File: src/rtl/cia_pkg.sv
`timescale 1ns/1ps
package cia_pkg;
    typedef enum logic [1:0] {
        ST_IDLE = 2'd0,
        ST_FIRE = 2'd1,
        ST_HOLD = 2'd2
    } irq_state_e;

    localparam logic ADDR_PEND = 1'b0;
    localparam logic ADDR_EN   = 1'b1;
endpackage

File: src/rtl/cia_evt_decode.sv
`timescale 1ns/1ps
module cia_evt_decode #(
    parameter int LANES  = 4,
    parameter int PEND_W = 16,
    parameter int CODE_W = 4
) (
    input  logic [LANES-1:0]        vld_i,
    input  logic [LANES-1:0]        req_i,
    input  logic [LANES*CODE_W-1:0] code_i,
    output logic [PEND_W-1:0]       set_o
);
    logic [PEND_W-1:0] lane_mask [LANES];

    for (genvar g = 0; g < LANES; g++) begin : g_lane
        logic [CODE_W-1:0] code;
        assign code = code_i[g*CODE_W +: CODE_W];
        assign lane_mask[g] = (vld_i[g] && req_i[g]) ? (PEND_W'(1) << code) : '0;
    end

    always_comb begin
        set_o = '0;
        for (int k = 0; k < LANES; k++) begin
            set_o = set_o | lane_mask[k];
        end
    end
endmodule

File: src/rtl/cia_regs.sv
`timescale 1ns/1ps
module cia_regs
    import cia_pkg::*;
#(
    parameter int PEND_W = 16
) (
    input  logic              clk_i,
    input  logic              rst_ni,
    input  logic [PEND_W-1:0] set_i,
    input  logic              wr_en_i,
    input  logic              addr_i,
    input  logic [PEND_W-1:0] wdata_i,
    output logic [PEND_W-1:0] pend_o,
    output logic [PEND_W-1:0] en_o,
    output logic [PEND_W-1:0] rdata_o,
    output logic              clr_hit_o
);
    logic [PEND_W-1:0] pend_q, pend_d;
    logic [PEND_W-1:0] en_q, en_d;
    logic [PEND_W-1:0] clr_mask;

    always_comb begin
        clr_mask = (wr_en_i && addr_i == ADDR_PEND) ? wdata_i : '0;
        pend_d   = (pend_q & ~clr_mask) | set_i;
        en_d     = (wr_en_i && addr_i == ADDR_EN) ? wdata_i : en_q;
    end

    always_ff @(posedge clk_i or negedge rst_ni) begin
        if (!rst_ni) begin
            pend_q <= '0;
            en_q   <= '0;
        end else begin
            pend_q <= pend_d;
            en_q   <= en_d;
        end
    end

    assign clr_hit_o = |clr_mask;
    assign pend_o    = pend_q;
    assign en_o      = en_q;
    assign rdata_o   = (addr_i == ADDR_EN) ? en_q : pend_q;
endmodule

File: src/rtl/cia_irq_fsm.sv
`timescale 1ns/1ps
module cia_irq_fsm
    import cia_pkg::*;
(
    input  logic clk_i,
    input  logic rst_ni,
    input  logic active_i,
    input  logic clr_hit_i,
    output logic irq_o
);
    irq_state_e state_q, state_d;
    logic       clr_q;

    always_ff @(posedge clk_i or negedge rst_ni) begin
        if (!rst_ni) begin
            state_q <= ST_IDLE;
            clr_q   <= 1'b0;
        end else begin
            state_q <= state_d;
            clr_q   <= clr_hit_i;
        end
    end

    always_comb begin
        state_d = state_q;
        unique case (state_q)
            ST_IDLE: begin
                if (active_i) state_d = ST_FIRE;
            end
            ST_FIRE: begin
                state_d = active_i ? ST_HOLD : ST_IDLE;
            end
            ST_HOLD: begin
                if (!active_i)  state_d = ST_IDLE;
                else if (clr_q) state_d = ST_FIRE;
            end
            default: state_d = ST_IDLE;
        endcase
    end

    always_comb begin
        irq_o = (state_q == ST_FIRE);
    end
endmodule

File: src/rtl/cmpl_irq_agg.sv
`timescale 1ns/1ps
module cmpl_irq_agg #(
    parameter int LANES  = 4,
    parameter int PEND_W = 16,
    localparam int CODE_W = $clog2(PEND_W)
) (
    input  logic                    clk_i,
    input  logic                    rst_ni,
    input  logic [LANES-1:0]        evt_vld_i,
    input  logic [LANES-1:0]        evt_req_i,
    input  logic [LANES*CODE_W-1:0] evt_code_i,
    input  logic                    wr_en_i,
    input  logic                    addr_i,
    input  logic [PEND_W-1:0]       wdata_i,
    output logic [PEND_W-1:0]       rdata_o,
    output logic                    irq_o
);
    logic [PEND_W-1:0] set_mask;
    logic [PEND_W-1:0] pend_q;
    logic [PEND_W-1:0] en_q;
    logic              clr_hit;
    logic              active;

    cia_evt_decode #(
        .LANES (LANES),
        .PEND_W(PEND_W),
        .CODE_W(CODE_W)
    ) dec_i (
        .vld_i (evt_vld_i),
        .req_i (evt_req_i),
        .code_i(evt_code_i),
        .set_o (set_mask)
    );

    cia_regs #(
        .PEND_W(PEND_W)
    ) regs_i (
        .clk_i    (clk_i),
        .rst_ni   (rst_ni),
        .set_i    (set_mask),
        .wr_en_i  (wr_en_i),
        .addr_i   (addr_i),
        .wdata_i  (wdata_i),
        .pend_o   (pend_q),
        .en_o     (en_q),
        .rdata_o  (rdata_o),
        .clr_hit_o(clr_hit)
    );

    assign active = |(pend_q & en_q);

    cia_irq_fsm fsm_i (
        .clk_i    (clk_i),
        .rst_ni   (rst_ni),
        .active_i (active),
        .clr_hit_i(clr_hit),
        .irq_o    (irq_o)
    );
endmodule

File: config.mk
export PLATFORM = sky130hd
export DESIGN_NAME = cmpl_irq_agg
export DESIGN_NICKNAME = d
export VERILOG_FILES = /design/src/rtl/cia_pkg.sv /design/src/rtl/cia_evt_decode.sv /design/src/rtl/cia_regs.sv /design/src/rtl/cia_irq_fsm.sv /design/src/rtl/cmpl_irq_agg.sv
export SDC_FILE = /design/constraint.sdc
export NUM_CORES = 1
export LEC_CHECK = 0
export BUFFER_PORTS_ARGS = -buffer_cell sky130_fd_sc_hd__buf_2
export CAP_MARGIN = 5
export CORE_MARGIN = 5
export CORE_UTILIZATION = 45
export CTS_BUF_LIST = sky130_fd_sc_hd__clkbuf_8
export DETAILED_ROUTE_END_ITERATION = 6
export PLACE_DENSITY = 0.68
export RECOVER_POWER = 25
export SYNTH_ARGS = -nofsm -noshare
export SYNTH_HDL_FRONTEND = slang
export SYNTH_SLANG_ARGS = --single-unit
File: constraint.sdc
create_clock -name clk_i -period 2.1 [get_ports clk_i]
set_input_delay 0.21 -clock clk_i [delete_from_list [all_inputs] [get_ports clk_i]]
set_output_delay 0.21 -clock clk_i [all_outputs]
set_load 0.03 [all_outputs]
==> qor.yml <==
synth_flop_cell: "dfrtp_1"
timing.max_cap.violations: 0
core-area_sq_um: 4660
synth-seq-area-share_pct: 40.8
post_cts_buffers: 0
crit_fanout: 3
gp_congestion: 0.870
instances_no_fill: 329
cp_data_required_time_ps: 1890
synth.top_cell.area_share_pct: 40.8
clock_path_buffers: 2
synth_top_area_cell: "dfrtp_1"
cts.clk_slew.worst_paths_ps: 70
ys_async_sr_fraction_pct: 100
first_iter_violations: 155
insertion_delay_ps: 280
period_share_pct: 66.0
cts_root_buffer: "clkbuf_8"
p_clk_share_pct: 21.9
setup_viol: 0
grt-ovfl-total: 0
cts_buffers: 5
antenna_found_initial: 0
total_power_mw: 2.05
fin_util_pct: 54.5
io-pin-count: 61
max_freq_mhz: 721
tritoncts: "done"
combPwrFrac_pct: 32.9
die_x_um: 79.1
worst_setup_path_start_kind: "flip-flop"
drive_gt1_share_pct: 37.1
violations: "negative hold slack"
routed_wl_um: 5870
syn_avg_cell_area_sq_um: 10.1
whs_ps: -0.295
rsz0062_at_grt: "false"
cts_hold_buf: 0
worstSetupPathType: "reg2out"
outcome: "complete, but fails checks"
hpwlAfterDp_um: 4680
finClkSkew_ps: 7.66
cts.sinks: 35
synth_edf_count: 0
antenna_left: 0
yosys-top-cells-count: "35 x dfrtp_1, 35 x nand2_1, 30 x mux2_2"
synth_area_leaders: "dfrtp_1 41%, mux2_2 16%, a22oi_1 8.0%"
die_area_sq_um: 6250
ctsResizeCount: 0
io_buffers: 60
row_count: 25
viasPerCell: 5.90
area_delta_synth_final_pct: 18.4
endpoint_kind: "output pin"
grt_max_degree: 36
start_util_pct: 46.0
yosysUniqueCellTypes: 26
syn_area_sq_um: 2150
synth_nets: 256
syn_inst: 212
drt_first_pass_iters: 5
via_count: 1940
antenna_cells: 0
netSwitchingFraction_pct: 35.6
hp-class: "in2async"
vdd_drop_max_mv: 0.328
grt_pass1_wl_um: 9690
die_h_um: 79.1
grt_pass1_vias: 1933
min_period_ps: 1390
ys_seq_elements: 35
power.internal_mw: 1.32
slew_violations: 0
cp_data_arrival_time_ps: 1180
hold_viol_final: 1
grt.total_usage_pct: 19.9
slew_headroom_pct: 47.8
switchingPower_mw: 0.731
htreeDepth: 2
pwr-share-seq_pct: 45.2
yosys_warnings: 0
nNetsFinal: 318
power_density_nw_per_um2: 807
p_leak_nw: 1.13
worst_pin_slew_ps: 783
setup_tns_ps: 0
routedWlPerCell_um: 17.9
route.detailed.drc: 0
dp_cells: 321
state kept, by name, indices dropped and copies added (netlist names):
name	cells
regs_i.en_o	16
regs_i.pend_o	16
fsm_i.state_q	2
fsm_i.clr_q	1
power groups by stage:
stage	combinational [mW]	sequential [mW]	clock [mW]
detailed placement	0.675	0.934	0
CTS	0.679	0.921	0.461
finish	0.674	0.927	0.450
global route	0.735	0.938	0.498
floorplan	0.488	0.890	0
global placement	0.664	0.931	0
area by class of cell:
class	instances	area, sq um
fill	462	2120
multi-input combinational	171	1210
sequential	35	876
timing repair buffer	60	300
clock buffer	5	68.8
tap	54	67.6
clock inverter	3	12.5
inverter	1	3.75
worst paths after layout:
kind / cells past startpoint / end / start / slack [ps]
min in group clk_i: 2 / regs_i.en_o[5] / wdata_i[5] / 180
max in group asynchronous: 1 / regs_i.en_o[10] / rst_ni / 1590
min: 1 / regs_i.pend_o[6] / rst_ni / -0.3
min reg2reg: 1 / fsm_i.state_q[0] / fsm_i.state_q[0] / 460
max reg2reg: 4 / fsm_i.state_q[1] / regs_i.pend_o[5] / 730
max: 2 / rdata_o[6] / regs_i.pend_o[6] / 710
cell usage in the layout, fill, tap and decap left out, types with 2 or more instances in the layout:
cell type,netlist,routed
nor2b_1,10,10
nor3b_1,8,8
nand4_1,4,4
buf_2,1,60
nor3_1,5,5
nor4_1,4,4
a22o_1,4,4
mux2_1,2,2
a32oi_1,4,4
a22oi_1,23,23
inv_1,1,3
a221oi_2,4,4
mux2_2,30,30
nand3_1,23,23
and4_1,2,2
clkbuf_8,0,5
nand2_1,35,35
dfrtp_1,35,35
nor2_1,7,7
layer usage:
metal	track usage (%)	routed length [um]	vias up
li1	-	-	942
met1	27.8	2770	934
met4	5.84	76	0
met3	3.51	264	6
met2	31.7	2760	58
met5	0	0	-
through the flow:
step	area, sq um	setup slack [ps]
2_1_floorplan	2150	895
3_5_place_dp	2460	708
5_1_grt	2540	661
4_1_cts	2540	716
3_3_place_gp	2460	734
6_report	2540	714
critical path, stage by stage, from the launching register on:
cell     delay, ps
dfrtp_1        430
mux2_2         280
buf_2          180
kinds of logic (layout without fill, tap and decap cells):
group,count (synthesis),after routing,share of synthesized area (%)
mux,32,32,16.8
flops,35,35,40.8
simple gates,101,101,24.3
compound gates,38,38,15.5
buf+inv,6,69,2.68
Power figures use the tool's default switching activity.
